--- src/rtl/bus_irq_mailbox_pkg.sv ---
`timescale 1ns/1ps
package bus_irq_mailbox_pkg;
  // byte stride of the indexed busy array is 1 << STRIDE_SHIFT
  localparam int unsigned STRIDE_SHIFT = 3;
  // bit of the write data that carries a busy flag value
  localparam int unsigned BUSY_BIT     = 5;

  // Offset of an address into the busy array, as a slot number.
  function automatic int unsigned slot_of(input int unsigned addr,
                                          input int unsigned base);
    return (addr - base) >> STRIDE_SHIFT;
  endfunction

  // True when an address lies within a busy array of n slots.
  function automatic logic in_array(input int unsigned addr,
                                    input int unsigned base,
                                    input int unsigned n);
    return (addr >= base) && ((addr - base) < (n << STRIDE_SHIFT));
  endfunction
endpackage

--- src/rtl/mbx_reg_decode.sv ---
`timescale 1ns/1ps
module mbx_reg_decode
  import bus_irq_mailbox_pkg::*;
#(
  parameter int unsigned NUM_CPU    = 4,
  parameter int unsigned CPU_W      = 2,
  parameter int unsigned ADDR_W     = 12,
  parameter int unsigned BUSY_BASE  = 'h100,
  parameter int unsigned ALIAS_ADDR = 'h180,
  parameter int unsigned VEC_ADDR   = 'h1C0
) (
  input  logic               clk,
  input  logic               rst_n,
  input  logic               we,
  input  logic [ADDR_W-1:0]  addr,
  input  logic [CPU_W-1:0]   cpu,
  output logic [NUM_CPU-1:0] busy_we,
  output logic               vec_we
);
  logic        arr_hit;
  logic        alias_hit;
  int unsigned slot;

  always_comb begin
    arr_hit   = we && in_array(32'(addr), BUSY_BASE, NUM_CPU);
    alias_hit = we && (32'(addr) == ALIAS_ADDR);
    vec_we    = we && (32'(addr) == VEC_ADDR);
    slot      = slot_of(32'(addr), BUSY_BASE);
  end

  for (genvar i = 0; i < NUM_CPU; i++) begin : g_we
    assign busy_we[i] = (arr_hit && slot == i) ||
                        (alias_hit && 32'(cpu) == i);
  end

  // one address reaches at most one busy flag
  p_one_target_r6: assert property (@(posedge clk) disable iff (!rst_n)
    $onehot0(busy_we));
  // the vector register never shares a write with a busy flag
  p_vec_apart_r10: assert property (@(posedge clk) disable iff (!rst_n)
    vec_we |-> busy_we == '0);
endmodule

--- src/rtl/mbx_slot.sv ---
`timescale 1ns/1ps
module mbx_slot #(
  parameter int unsigned SRC_W  = 6,
  parameter int unsigned DATA_W = 64
) (
  input  logic              clk,
  input  logic              rst_n,
  input  logic              acc_i,
  input  logic              sw_we_i,
  input  logic              sw_val_i,
  input  logic [SRC_W-1:0]  src_i,
  input  logic [DATA_W-1:0] d0_i,
  input  logic [DATA_W-1:0] d1_i,
  output logic              busy_o,
  output logic [SRC_W-1:0]  src_o,
  output logic [DATA_W-1:0] d0_o,
  output logic [DATA_W-1:0] d1_o
);
  always_ff @(posedge clk) begin
    if (!rst_n) begin
      busy_o <= 1'b0;
      src_o  <= '0;
      d0_o   <= '0;
      d1_o   <= '0;
    end else begin
      if (acc_i) begin
        busy_o <= 1'b1;           // message beats software write
        src_o  <= src_i;
        d0_o   <= d0_i;
        d1_o   <= d1_i;
      end else if (sw_we_i) begin
        busy_o <= sw_val_i;
      end
    end
  end

  p_accept_fills_r3: assert property (@(posedge clk) disable iff (!rst_n)
    acc_i |=> busy_o && src_o == $past(src_i) && d0_o == $past(d0_i)
              && d1_o == $past(d1_i));
  p_idle_keeps_r4: assert property (@(posedge clk) disable iff (!rst_n)
    !acc_i |=> $stable(src_o) && $stable(d0_o) && $stable(d1_o));
  p_msg_wins_r9: assert property (@(posedge clk) disable iff (!rst_n)
    (acc_i && sw_we_i && !sw_val_i) |=> busy_o);
endmodule

--- src/rtl/bus_irq_mailbox.sv ---
`timescale 1ns/1ps
module bus_irq_mailbox
  import bus_irq_mailbox_pkg::*;
#(
  parameter int unsigned NUM_CPU    = 4,
  parameter int unsigned SRC_W      = 6,
  parameter int unsigned DATA_W     = 64,
  parameter int unsigned VEC_W      = 6,
  parameter int unsigned ADDR_W     = 12,
  parameter int unsigned BUSY_BASE  = 'h100,
  parameter int unsigned ALIAS_ADDR = 'h180,
  parameter int unsigned VEC_ADDR   = 'h1C0,
  localparam int unsigned CPU_W     = (NUM_CPU > 1) ? $clog2(NUM_CPU) : 1
) (
  input  logic               clk,
  input  logic               rst_n,
  input  logic               msg_valid,
  input  logic [CPU_W-1:0]   msg_cpu,
  input  logic [SRC_W-1:0]   msg_src,
  input  logic [DATA_W-1:0]  msg_d0,
  input  logic [DATA_W-1:0]  msg_d1,
  output logic               msg_accept,
  output logic               msg_reject,
  output logic               post_valid,
  output logic [CPU_W-1:0]   post_cpu,
  output logic [VEC_W-1:0]   post_vec,
  input  logic               reg_we,
  input  logic [ADDR_W-1:0]  reg_addr,
  input  logic [63:0]        reg_wdata,
  input  logic [CPU_W-1:0]   reg_cpu,
  output logic [NUM_CPU-1:0] busy_flags,
  output logic [VEC_W-1:0]   vec_out,
  input  logic [CPU_W-1:0]   peek_cpu,
  output logic [SRC_W-1:0]   peek_src,
  output logic [DATA_W-1:0]  peek_d0,
  output logic [DATA_W-1:0]  peek_d1
);
  logic [NUM_CPU-1:0] busy_we;
  logic               vec_we;
  logic [NUM_CPU-1:0] acc_vec;
  logic               cpu_ok;
  logic [SRC_W-1:0]   src_a [NUM_CPU];
  logic [DATA_W-1:0]  d0_a  [NUM_CPU];
  logic [DATA_W-1:0]  d1_a  [NUM_CPU];

  mbx_reg_decode #(
    .NUM_CPU(NUM_CPU), .CPU_W(CPU_W), .ADDR_W(ADDR_W),
    .BUSY_BASE(BUSY_BASE), .ALIAS_ADDR(ALIAS_ADDR), .VEC_ADDR(VEC_ADDR)
  ) u_dec (
    .clk(clk), .rst_n(rst_n), .we(reg_we), .addr(reg_addr), .cpu(reg_cpu),
    .busy_we(busy_we), .vec_we(vec_we)
  );

  // a target beyond the populated CPUs is never accepted
  assign cpu_ok     = 32'(msg_cpu) < NUM_CPU;
  assign msg_accept = msg_valid && cpu_ok && !busy_flags[msg_cpu];
  assign msg_reject = msg_valid && !msg_accept;

  for (genvar i = 0; i < NUM_CPU; i++) begin : g_slot
    assign acc_vec[i] = msg_accept && (32'(msg_cpu) == i);
    mbx_slot #(.SRC_W(SRC_W), .DATA_W(DATA_W)) u_slot (
      .clk(clk), .rst_n(rst_n),
      .acc_i(acc_vec[i]), .sw_we_i(busy_we[i]),
      .sw_val_i(reg_wdata[BUSY_BIT]),
      .src_i(msg_src), .d0_i(msg_d0), .d1_i(msg_d1),
      .busy_o(busy_flags[i]), .src_o(src_a[i]), .d0_o(d0_a[i]), .d1_o(d1_a[i])
    );
  end

  always_ff @(posedge clk) begin
    if (!rst_n) begin
      vec_out    <= '0;
      post_valid <= 1'b0;
      post_cpu   <= '0;
      post_vec   <= '0;
    end else begin
      if (vec_we) vec_out <= reg_wdata[VEC_W-1:0];
      post_valid <= msg_accept;
      if (msg_accept) begin
        post_cpu <= msg_cpu;
        post_vec <= vec_out;
      end
    end
  end

  assign peek_src = src_a[peek_cpu];
  assign peek_d0  = d0_a[peek_cpu];
  assign peek_d1  = d1_a[peek_cpu];

  p_acc_xor_rej_r2: assert property (@(posedge clk) disable iff (!rst_n)
    msg_valid |-> (msg_accept != msg_reject));
  p_no_resp_idle_r2: assert property (@(posedge clk) disable iff (!rst_n)
    !msg_valid |-> !msg_accept && !msg_reject);
  p_post_follows_r5: assert property (@(posedge clk) disable iff (!rst_n)
    msg_accept |=> post_valid && post_cpu == $past(msg_cpu)
                   && post_vec == $past(vec_out));
  p_no_post_r4: assert property (@(posedge clk) disable iff (!rst_n)
    !msg_accept |=> !post_valid);
  p_vec_load_r8: assert property (@(posedge clk) disable iff (!rst_n)
    vec_we |=> vec_out == $past(reg_wdata[VEC_W-1:0]));
  p_vec_hold_r10: assert property (@(posedge clk) disable iff (!rst_n)
    !vec_we |=> $stable(vec_out));
endmodule

--- config.mk ---
export PLATFORM = sky130hd
export DESIGN_NAME = bus_irq_mailbox
export DESIGN_NICKNAME = d
export VERILOG_FILES = /design/src/rtl/bus_irq_mailbox_pkg.sv /design/src/rtl/mbx_reg_decode.sv /design/src/rtl/mbx_slot.sv /design/src/rtl/bus_irq_mailbox.sv
export SDC_FILE = /design/constraint.sdc
export NUM_CORES = 1
export LEC_CHECK = 0
export BUFFER_PORTS_ARGS = -buffer_cell sky130_fd_sc_hd__buf_4
export CAP_MARGIN = 5
export CORE_UTILIZATION = 40
export CTS_CLUSTER_DIAMETER = 200
export DETAILED_ROUTE_END_ITERATION = 12
export PLACE_DENSITY = 0.61
export SYNTH_ARGS = -nofsm -noshare
export SYNTH_HDL_FRONTEND = slang
export SYNTH_HIERARCHICAL = 1
export SYNTH_SLANG_ARGS = --single-unit
--- constraint.sdc ---
create_clock -name clk -period 1.9 [get_ports clk]
set_input_delay 0.19 -clock clk [delete_from_list [all_inputs] [get_ports clk]]
set_output_delay 0.19 -clock clk [all_outputs]
set_load 0.03 [all_outputs]
==> reports/results.txt <==
The run finished with clean final reports. The run gives 90 as the cell row count. The tools report the die area as 0.0622 mm^2.

In this run the worst path has a maximum fanout of 2. The number of enable flip-flop cells after synthesis was 0; the maximum vdd ir drop was 0.722 mV. The critical path arrival was 1.65 ns. Main flop type after synthesis: dfxtp_1. Setup repair after global routing could not meet its margin everywhere. The power density over the cells came out at 858 mW/mm^2.

The final max-slew violation count was 0. The tools report the number of max-capacitance violations reported as 0. Start point of the worst min-delay path: reg_addr[4]. Detailed placement ended at an HPWL of 39700 um. The logs give 16300 for the total number of vias and 0 for the total of endpoints with negative setup slack in the final report.

Routability-driven placement finished with a final weighted congestion of 0.817. Dividing the synthesized area by the synthesized cell count gives 12.2 um^2. Internal power comes to 0.0209 W. After the first detailed-routing iteration, the DRC count stood at 704.

The die extent in x was 249 um; the wire length of the first global-routing pass was 95900 um. The run gives 542 MHz as the highest attainable clock frequency. The share of async-settable or async-resettable flops after synthesis is 0, and the transition time of the tightest slew-check pin is 0.440 ns. The tools report the portion of total power attributed to the clock network as 0.430. The fraction of power spent switching nets was 0.240.

No sink is reached through more buffers than the 3 on the longest clock path. The net switching power figure is 0.00660 W, and the count of pins on the block boundary is 375. The net count of the finished layout is 2715. The source-to-sink clock delay at the later pin of the worst-skew pair is 0.62 ns, and the instance count of the mapped netlist is 2001. The number of global-route vias before repair is 17200.

The area growth from synthesis to layout is 31.0%. The logs give 0 for the post-route DRC violation count and 3 for the initial antenna violation count. The number of library cell types mapped by synthesis was 38; the number of hold-slack violations in the final timing report was 0. The capturing element type of the critical path is an output pin. Ranked by total cell area, the synthesized netlist is headed by dfxtp_1, mux2i_1, nor2b_1. The logs give 0.0552 ns for the post-route worst setup slack and 0.0605 mm^2 for the core footprint. For the effective utilization at floorplan, the log shows 0.405.

The synthesized netlist occupies a cell area of 0.0245 mm^2. Global routing finished with a remaining overflow of 0. Data on the critical path is required at its endpoint by 1.71 ns.

The critical path starts at g_slot[3].u_slot/d1_o[52]. Buffer type at the clock tree root: clkbuf_16. The number of nets handed over by synthesis was 2224. The vias per cell was 4.92.

Ranked by instance count, the synthesized netlist is headed by dfxtp_1, mux2i_1, nor2b_1. The detail route stage leaves a number of antenna-violating nets equal to 0. The floorplan step set the die height to 249 um. The tools report the total global-route track usage as 0.192. The shortest clock period the worst path allows after layout is 1.84 ns, and the placed instance count is 3052.

Fill cells in the final layout number 5150. Post-synthesis cell type with the largest combined area: dfxtp_1. For the length of the first detailed-routing pass in iterations, the log shows 4. Clock-pin slew was measured on the worst setup and hold paths at 0.06 ns.

The critical path is of the register to output pin type. In the final routed layout, each cell accounts on average for 18.2 um. TritonCTS created 60 clock buffers. CTS built an H-tree with a depth of 2. The share of synthesized area occupied by flip-flops and latches is 0.454. The final critical-path share of the clock period is 0.971. For the number of non-filler instances in the completed layout, the log shows 3320. The worst register-to-register path begins at g_slot[2].u_slot/busy_o.

The worst setup path is launched from a register. The setup clock skew after layout was 0.00898 ns. The tightest hold path in the finished design has a slack of 0.0757 ns.

The clock sink total is 555. Count of synthesis-stage warnings from yosys: 6. Type of the tightest min-delay check: input port to register.

Yosys instantiated no cell more often than dfxtp_1. The fraction of layout cells with a size suffix above 1 works out to 0.269. The fraction of post-synthesis cell area in the top cell type by area is 0.454, and the worst relative slew slack is 0.707.

Entering global routing, the biggest net connects 83 pins. The combinational share of power was 0.125. After synthesis the netlist holds a flip-flop and latch count of 555. At the placement stage, the worst setup path has a slack of -0.221 ns. The number of input and output port buffers inserted was 316. For the cell leakage power, the log shows 11.5 nW.

TritonCTS built the clock tree. The routed design has 60600 um of wire. The tools report the sequential power share as 0.445.
==> registers in the layout, indices dropped and copies added, names as in the netlist <==
register,flops
post_cpu,2
g_slot.u_slot/src_o,24
g_slot.u_slot/busy_o,4
g_slot.u_slot/d1_o,256
g_slot.u_slot/d0_o,256
post_valid,1
vec_out,6
post_vec,6
==> timing repair <==
item                                   CTS  global route
endpoints found under the hold margin  547             0
pin swaps                                1             3
gates resized for setup                  5             3
gates cloned                             0             2
hold buffers                           142             0
buffers inserted                         3            13
setup endpoints to repair                2            37
==> final cells by class <==
class,count,area [um^2],share of cell area
antenna,1,2.50,0.0000780
clock buffer,94,1810,0.0565
clock inverter,13,200,0.00624
inverter,3,11.3,0.000351
multi-input combinational,1289,12400,0.387
sequential,555,11100,0.347
tap,782,978,0.0305
timing repair buffer,583,5540,0.173
==> cell families (layout without fill, tap and decap cells) <==
family                   after synthesis  after routing  synth area share
XOR/XNOR                               2              2          0.000715
AO/OA/AOI/OAI                         11             11           0.00383
AND/OR/NAND/NOR                      583            583             0.148
multiplexers                         690            690             0.351
adder cells (fa/ha/maj)                3              3           0.00153
buffers and inverters                157            693            0.0412
other                                  0              1                 0
flip-flops                           555            555             0.454
==> path summary, 6_finish.rpt <==
kind / slack (ns) / to / cells after the start
worst max register to register: 0.14 / g_slot[2].u_slot/d1_o[0] / 8
worst min-delay path: 0.08 / g_slot[1].u_slot/busy_o / 4
worst min register to register: 0.46 / post_vec[0] / 2
worst max-delay path: 0.06 / peek_d1[52] / 2
==> metrics by stage <==
step                TNS, ns  total power, W   util  area (um^2)
floorplan                 0          0.0144      -        24500
global placement     -0.584          0.0156  0.470        28400
detailed placement   -0.734          0.0157  0.470        28400
CTS                       0          0.0279  0.528        31900
global route        -0.0402          0.0286  0.530        32100
finish                    0          0.0275  0.530        32100
==> critical path, cell delays in order, from the launching register on <==
cell,delay [ns]
dfxtp_1,0.31
mux4_2,0.53
buf_4,0.20
==> power by group through the flow <==
stage	clock [W]	combinational, W	sequential [W]
final	0.0118	0.00343	0.0122
after global routing	0.0127	0.00367	0.0123
after global placement	0	0.00312	0.0125
after CTS	0.0122	0.00344	0.0122
after detailed placement	0	0.00318	0.0125
after floorplan	0	0.00196	0.0124
==> layout by cell type (no fill, tap or decap), drive strengths merged, types with 3 or more instances in the layout <==
cell type and n:
mux4 134, inv 5, clkinv 5, buf 439
o21a 4, nor2b 544, dlygate4sd3 142, mux2i 552
mux2 4, bufinv 4, ha 3, nand2 17
clkbuf 96, dfxtp 555
==> layer usage <==
| metal | vias to the layer above | track usage | share of wire |
|---|---|---|---|
| met5 | - | 0 | 0.00045 |
| met4 | 4 | 0.0556 | 0.023 |
| met2 | 282 | 0.331 | 0.49 |
| met1 | 7995 | 0.244 | 0.45 |
| met3 | 99 | 0.0356 | 0.040 |
| li1 | 7969 | - | - |
(Power assumes the default switching activity.)
